### src/rtl/ticket_lock_pkg.sv
// Package: shared constants, types and helpers for the ticket lock unit.
// Assumes no instance serves more than MAX_REQ requesters.
package ticket_lock_pkg;

    // Largest requester count the helper function accepts.
    localparam int unsigned MAX_REQ = 32;

    // Outcome of a release request as judged in the current cycle.
    typedef enum logic [1:0] {
        REL_IDLE = 2'd0,
        REL_STEP = 2'd1,
        REL_BAD  = 2'd2
    } rel_kind_e;

    // Count the set bits of v strictly below position idx (priority rank).
    function automatic int unsigned ones_below(input logic [MAX_REQ-1:0] v,
                                               input int unsigned idx);
        int unsigned cnt;
        cnt = 0;
        for (int unsigned j = 0; j < MAX_REQ; j++) begin
            if (j < idx) begin
                cnt = cnt + int'(v[j]);
            end
        end
        return cnt;
    endfunction

endpackage

### src/rtl/tkt_issue.sv
// Module: tkt_issue
// Hands out tickets. Every requester that pulses acquire in a cycle gets
// the request counter plus its rank among the set bits (lowest index first).
// The counter advances by the number of set bits. Tickets and acks are
// registered, so they appear one cycle after the acquire.
// Assumes NUM_REQ <= MAX_REQ and that a requester does not re-acquire
// while it still holds an outstanding ticket.
module tkt_issue
    import ticket_lock_pkg::*;
#(
    parameter int unsigned NUM_REQ = 4,
    parameter int unsigned TKT_W   = 4
) (
    input  logic                     clk,
    input  logic                     rst_n,
    input  logic [NUM_REQ-1:0]       acq_req,
    output logic [TKT_W-1:0]         req_cnt,
    output logic [NUM_REQ-1:0]       acq_ack,
    output logic [NUM_REQ*TKT_W-1:0] acq_ticket
);

    localparam int unsigned TW = NUM_REQ * TKT_W;

    logic [MAX_REQ-1:0]        req_wide;
    logic [TKT_W-1:0]          grant_total;
    logic [TKT_W-1:0]          rank   [NUM_REQ];
    logic [TKT_W-1:0]          tkt_nx [NUM_REQ];
    logic [TW-1:0]             tkt_q;

    // Widen the request mask for the shared rank helper.
    assign req_wide = MAX_REQ'(acq_req);

    // Number of tickets issued this cycle.
    assign grant_total = TKT_W'($countones(acq_req));

    genvar gi;
    generate
        for (gi = 0; gi < NUM_REQ; gi++) begin : g_rank
            // Rank of requester gi among this cycle's acquires.
            assign rank[gi]   = TKT_W'(ones_below(req_wide, gi));
            // Candidate ticket for requester gi.
            assign tkt_nx[gi] = req_cnt + rank[gi];

            // Capture the ticket for a requester that acquired this cycle.
            always_ff @(posedge clk) begin
                if (!rst_n) begin
                    tkt_q[gi*TKT_W +: TKT_W] <= '0;
                end else if (acq_req[gi]) begin
                    tkt_q[gi*TKT_W +: TKT_W] <= tkt_nx[gi];
                end
            end
        end
    endgenerate

    // Request counter: atomically steps past every ticket handed out.
    always_ff @(posedge clk) begin
        if (!rst_n) begin
            req_cnt <= '0;
        end else begin
            req_cnt <= req_cnt + grant_total;
        end
    end

    // Acknowledge pulse, one cycle after each acquire.
    always_ff @(posedge clk) begin
        if (!rst_n) begin
            acq_ack <= '0;
        end else begin
            acq_ack <= acq_req;
        end
    end

    assign acq_ticket = tkt_q;

endmodule

### src/rtl/tkt_release.sv
// Module: tkt_release
// Keeps the release counter. A release while the lock is held steps the
// counter and hands ownership to the next ticket. A release while the lock
// is free changes nothing and raises a one-cycle error pulse.
// Assumes only the current owner drives the release line.
module tkt_release
    import ticket_lock_pkg::*;
#(
    parameter int unsigned TKT_W = 4
) (
    input  logic             clk,
    input  logic             rst_n,
    input  logic             rel_req,
    input  logic             held,
    output logic [TKT_W-1:0] rel_cnt,
    output logic             rel_err
);

    rel_kind_e kind;

    // Classify this cycle's release against the current ownership.
    always_comb begin
        if (!rel_req) begin
            kind = REL_IDLE;
        end else if (held) begin
            kind = REL_STEP;
        end else begin
            kind = REL_BAD;
        end
    end

    // Release counter: moves only on a legal release.
    always_ff @(posedge clk) begin
        if (!rst_n) begin
            rel_cnt <= '0;
        end else if (kind == REL_STEP) begin
            rel_cnt <= rel_cnt + 1'b1;
        end
    end

    // Error pulse for a release that arrives while the lock is free.
    always_ff @(posedge clk) begin
        if (!rst_n) begin
            rel_err <= 1'b0;
        end else begin
            rel_err <= (kind == REL_BAD);
        end
    end

endmodule

### src/rtl/tkt_status.sv
// Module: tkt_status
// Derives the lock status from the two counters: whether the lock is held,
// the length of the queue behind the owner, and the per-requester owner
// match for the read-only poll port. It is purely combinational.
// Assumes fewer than 2^TKT_W tickets are outstanding at any time.
module tkt_status #(
    parameter int unsigned NUM_REQ = 4,
    parameter int unsigned TKT_W   = 4
) (
    input  logic [TKT_W-1:0]         req_cnt,
    input  logic [TKT_W-1:0]         rel_cnt,
    input  logic [NUM_REQ*TKT_W-1:0] poll_ticket,
    output logic                     held,
    output logic [TKT_W-1:0]         wait_cnt,
    output logic [NUM_REQ-1:0]       poll_owner
);

    logic [TKT_W-1:0] outstanding;

    // Tickets issued but not yet released, modulo the counter width.
    assign outstanding = req_cnt - rel_cnt;

    // Held whenever any issued ticket is not yet released.
    assign held = (outstanding != '0);

    // Queue length excludes the owner itself.
    always_comb begin
        if (held) begin
            wait_cnt = outstanding - 1'b1;
        end else begin
            wait_cnt = '0;
        end
    end

    genvar gp;
    generate
        for (gp = 0; gp < NUM_REQ; gp++) begin : g_poll
            // Read-only ownership compare for requester gp.
            assign poll_owner[gp] = (poll_ticket[gp*TKT_W +: TKT_W] == rel_cnt);
        end
    endgenerate

endmodule

### src/rtl/ticket_lock_unit.sv
// Module: ticket_lock_unit (top)
// First-come first-served lock arbiter built from a request counter and a
// release counter. An acquire is a fetch-and-increment of the request counter.
// Waiters poll a read-only compare port. A release steps the release counter.
// Assumes each requester holds at most one ticket and that
// NUM_REQ < 2^TKT_W, so the counters never alias outstanding tickets.
module ticket_lock_unit #(
    parameter int unsigned NUM_REQ = 4,
    parameter int unsigned TKT_W   = 4
) (
    input  logic                     clk,
    input  logic                     rst_n,
    input  logic [NUM_REQ-1:0]       acq_req,
    output logic [NUM_REQ-1:0]       acq_ack,
    output logic [NUM_REQ*TKT_W-1:0] acq_ticket,
    input  logic                     rel_req,
    output logic                     rel_err,
    input  logic [NUM_REQ*TKT_W-1:0] poll_ticket,
    output logic [NUM_REQ-1:0]       poll_owner,
    output logic [TKT_W-1:0]         serving,
    output logic [TKT_W-1:0]         next_ticket,
    output logic                     held,
    output logic [TKT_W-1:0]         wait_cnt
);

    logic [TKT_W-1:0] req_cnt;
    logic [TKT_W-1:0] rel_cnt;
    logic             held_int;

    // Ticket issue front end with fixed priority.
    tkt_issue #(.NUM_REQ(NUM_REQ), .TKT_W(TKT_W)) u_issue (
        .clk        (clk),
        .rst_n      (rst_n),
        .acq_req    (acq_req),
        .req_cnt    (req_cnt),
        .acq_ack    (acq_ack),
        .acq_ticket (acq_ticket)
    );

    // Release counter and misuse detection.
    tkt_release #(.TKT_W(TKT_W)) u_release (
        .clk     (clk),
        .rst_n   (rst_n),
        .rel_req (rel_req),
        .held    (held_int),
        .rel_cnt (rel_cnt),
        .rel_err (rel_err)
    );

    // Status and poll compare.
    tkt_status #(.NUM_REQ(NUM_REQ), .TKT_W(TKT_W)) u_status (
        .req_cnt     (req_cnt),
        .rel_cnt     (rel_cnt),
        .poll_ticket (poll_ticket),
        .held        (held_int),
        .wait_cnt    (wait_cnt),
        .poll_owner  (poll_owner)
    );

    assign serving     = rel_cnt;
    assign next_ticket = req_cnt;
    assign held        = held_int;

endmodule

### config.mk
export PLATFORM = sky130hd
export DESIGN_NAME = ticket_lock_unit
export DESIGN_NICKNAME = d
export VERILOG_FILES = /design/src/rtl/ticket_lock_pkg.sv /design/src/rtl/tkt_issue.sv /design/src/rtl/tkt_release.sv /design/src/rtl/tkt_status.sv /design/src/rtl/ticket_lock_unit.sv
export SDC_FILE = /design/constraint.sdc
export NUM_CORES = 1
export LEC_CHECK = 0
export CORE_AREA = 2 2 55 83
export CTS_CLUSTER_DIAMETER = 120
export DETAILED_ROUTE_END_ITERATION = 8
export DIE_AREA = 0 0 57 85
export PLACE_DENSITY = 0.78
export SLEW_MARGIN = 20
export SYNTH_ARGS = -nofsm -noshare
export SYNTH_HDL_FRONTEND = slang
export SYNTH_HIERARCHICAL = 1
export SYNTH_SLANG_ARGS = --single-unit
### constraint.sdc
create_clock -name clk -period 2.8 [get_ports clk]
set_input_delay 0.56 -clock clk [delete_from_list [all_inputs] [get_ports clk]]
set_output_delay 0.56 -clock clk [all_outputs]
set_load 0.005 [all_outputs]
==> run metrics, run 1 <==
Worst-path clk slew 60 ps; Netlist cell types 42; Worst-Margin Slew 508 ps; final wirelength 4150 um; Synth Area per Inst approximately 9.8 um2; endpoints failing hold 0; FF/Latch Area 581 um2; largest cells by area after synthesis dfxtp_1 31%, ha_1 9.5%, xor2_1 9.5%; Iteration-0 DRC Markers 35; Tot GR Track Use 0.179; dpl hpwl 3200 um; multi-input logic area 1140 um2; Main synth FF type dfxtp_1; flops & latches, synth 29; Max Cap Viol 0; DRC Markers 0; outcome complete, no violations; crit path launch type flop; grt total ovfl 0; TritonCTS buffer count 5; # nets final 300; vias in the first global route 1,502; Pwr Density slightly above 900 nW/um2; hold crit path type flop to flop; worst path arrival time 2150 ps; CP Max Fanout 3; DR WL/cell around 14 um; CTS tree yes; Critical Setup Path Class flop to output port; Post-Route Skew roughly 4.8 ps; Max IR drop VDD around 1.1 mV; ant diodes 0; I/O pin count 61; worst-skew pair later-pin latency 280 ps; share of post-route cells with drive strength above 1 0.150; Required @ worst endpoint 2240 ps; H-tree lvl count 2; sequential share of the synthesized area 0.314; starting density of the core 0.447; largest net degree at the start of global routing 20; crit end category output port; placed instance count about 300; first-pass GRT wire length 6800 um; leakage 1.17 nW; Die Height 85 um; antenna violations before repair 0; Fillers between 300 and 400; largest area contributor in the synthesized netlist dfxtp_1; vias post-DR ~1.5k; Core Region between 4000 and 5000 um2; Setup Viol. Count Final 0; Mapped Nets 230; synthesized netlist cell count 189; die area 4850 um2; Final Wtd Congestion 0.724; period utilization 0.966; FFs w/ async S/R, synth 0; Synth Cell Area 1850 um2; antenna-violating nets left 0; FP Rows 29; DR vias/cell 5.05; Yosys top cell area share 0.314; Post-synth EDFFs 0; Port-buffer cells 60; unrepaired setup endpoints after global routing false; total power 2.45 mW; die width 57 um; CTS sink cnt 29; Max transition margin 0.660; DR pass1 iterations 4; deepest clock path buffer count 2; Yosys warnings 6; Area growth syn-to-layout 43.5%; Max Slew Vio Count 0; non-filler cells, final 306; clock root buffer clkbuf_8; FMAX 370 MHz; Final min period ~2700 ps
## cell families after synthesis
group,share of synthesized area
AO/OA/AOI/OAI,0.0811
XOR/XNOR,0.128
adder cells (fa/ha/maj),0.138
buffers and inverters,0.0791
flip-flops,0.314
multiplexers,0.0595
AND/OR/NAND/NOR,0.201
## power breakdown
group          switching [mW]  internal [mW]
Clock                   0.157          0.289
Sequential             0.0461          0.495
Combinational           0.655          0.807
## worst max-delay path, cell delays in order (launching register included)
cell and delay [ps]:
dfxtp_1 330, inv_1 50, ha_1 210, inv_2 70
fa_2 450, nand2b_4 160, or2_2 280, o31ai_2 170
buf_2 140
## sequential cells by signal, summed over array words and instances (netlist names)
register / cells
u_issue/acq_ack: 4
u_issue/req_cnt: 4
u_release/rel_err: 1
u_release/rel_cnt: 4
u_issue/acq_ticket: 16
## cells in the mapped netlist, drive strengths merged, types with 5 or more instances
library cell	count
xnor2	7
xor2	20
dfxtp	29
a21oi	7
buf	9
nor2b	12
ha	14
nand3b	5
nand2	7
and2	10
mux2i	11
clkbuf	7
inv	6
## metal layers
layer | part of all wire | GRT usage
met5 | 0 | 0
met4 | 0.011 | 0.0867
met3 | 0.062 | 0.0442
met2 | 0.52 | 0.315
met1 | 0.41 | 0.198
## final timing paths
check	startpoint	end	slack, ps	depth (start not counted)
setup / recovery	u_issue/req_cnt[0]$_SDFF_PN0_	wait_cnt[2]	90	8
hold / removal	u_issue/acq_ticket[6]$_SDFFE_PN0P_	u_issue/acq_ticket[6]$_SDFFE_PN0P_	490	1
setup reg to reg	u_issue/req_cnt[0]$_SDFF_PN0_	u_release/rel_cnt[3]$_SDFFE_PN0N_	520	11
hold reg to reg	u_issue/acq_ticket[6]$_SDFFE_PN0P_	u_issue/acq_ticket[6]$_SDFFE_PN0P_	490	1
## cell type report
class	count	area share
well taps	46	0.0217
inverters	6	0.00848
clock buffers	6	0.0311
clock inverters	2	0.0141
multi-input cells	138	0.430
flip-flops and latches	29	0.219
repair buffers	79	0.276
## cells in the final DEF, fill, tap and decap left out, types with 6 or more instances in the layout
cell / netlist / routed
ha_1: 14 / 14
nor2b_1: 12 / 12
dfxtp_1: 29 / 29
clkbuf_8: 1 / 6
a21oi_1: 7 / 7
xnor2_1: 7 / 7
and2_1: 9 / 9
buf_4: 4 / 19
clkdlybuf4s50_1: 0 / 55
nand2_1: 6 / 6
mux2i_1: 11 / 11
xor2_1: 20 / 20
## repair_timing
item	in CTS	in global routing
hold endpoints to repair	0	0
buffers inserted	0	1
gates resized for setup	11	3
hold buffers	0	0
pin swaps	1	1
setup endpoints to repair	5	1
## per-stage QoR
step                       util  hold slack [ps]  instance area, um2  setup slack, ps  TNS [ps]
final                     0.642              489                2660             93.8         0
after global routing      0.642              524                2660             5.12         0
after CTS                 0.638              494                2640             59.1         0
after detailed placement  0.609              468                2520            -52.3     -52.3
after global placement    0.609              473                2520             9.72         0
after floorplan               -              477                1850              284         0
(Power assumes the default switching activity.)
==> run 2: changes to the inputs <==
- CAP_MARGIN: default -> 20
==> results of run 2 <==
Final layout, timing and power as in run 1 (identical DEF).
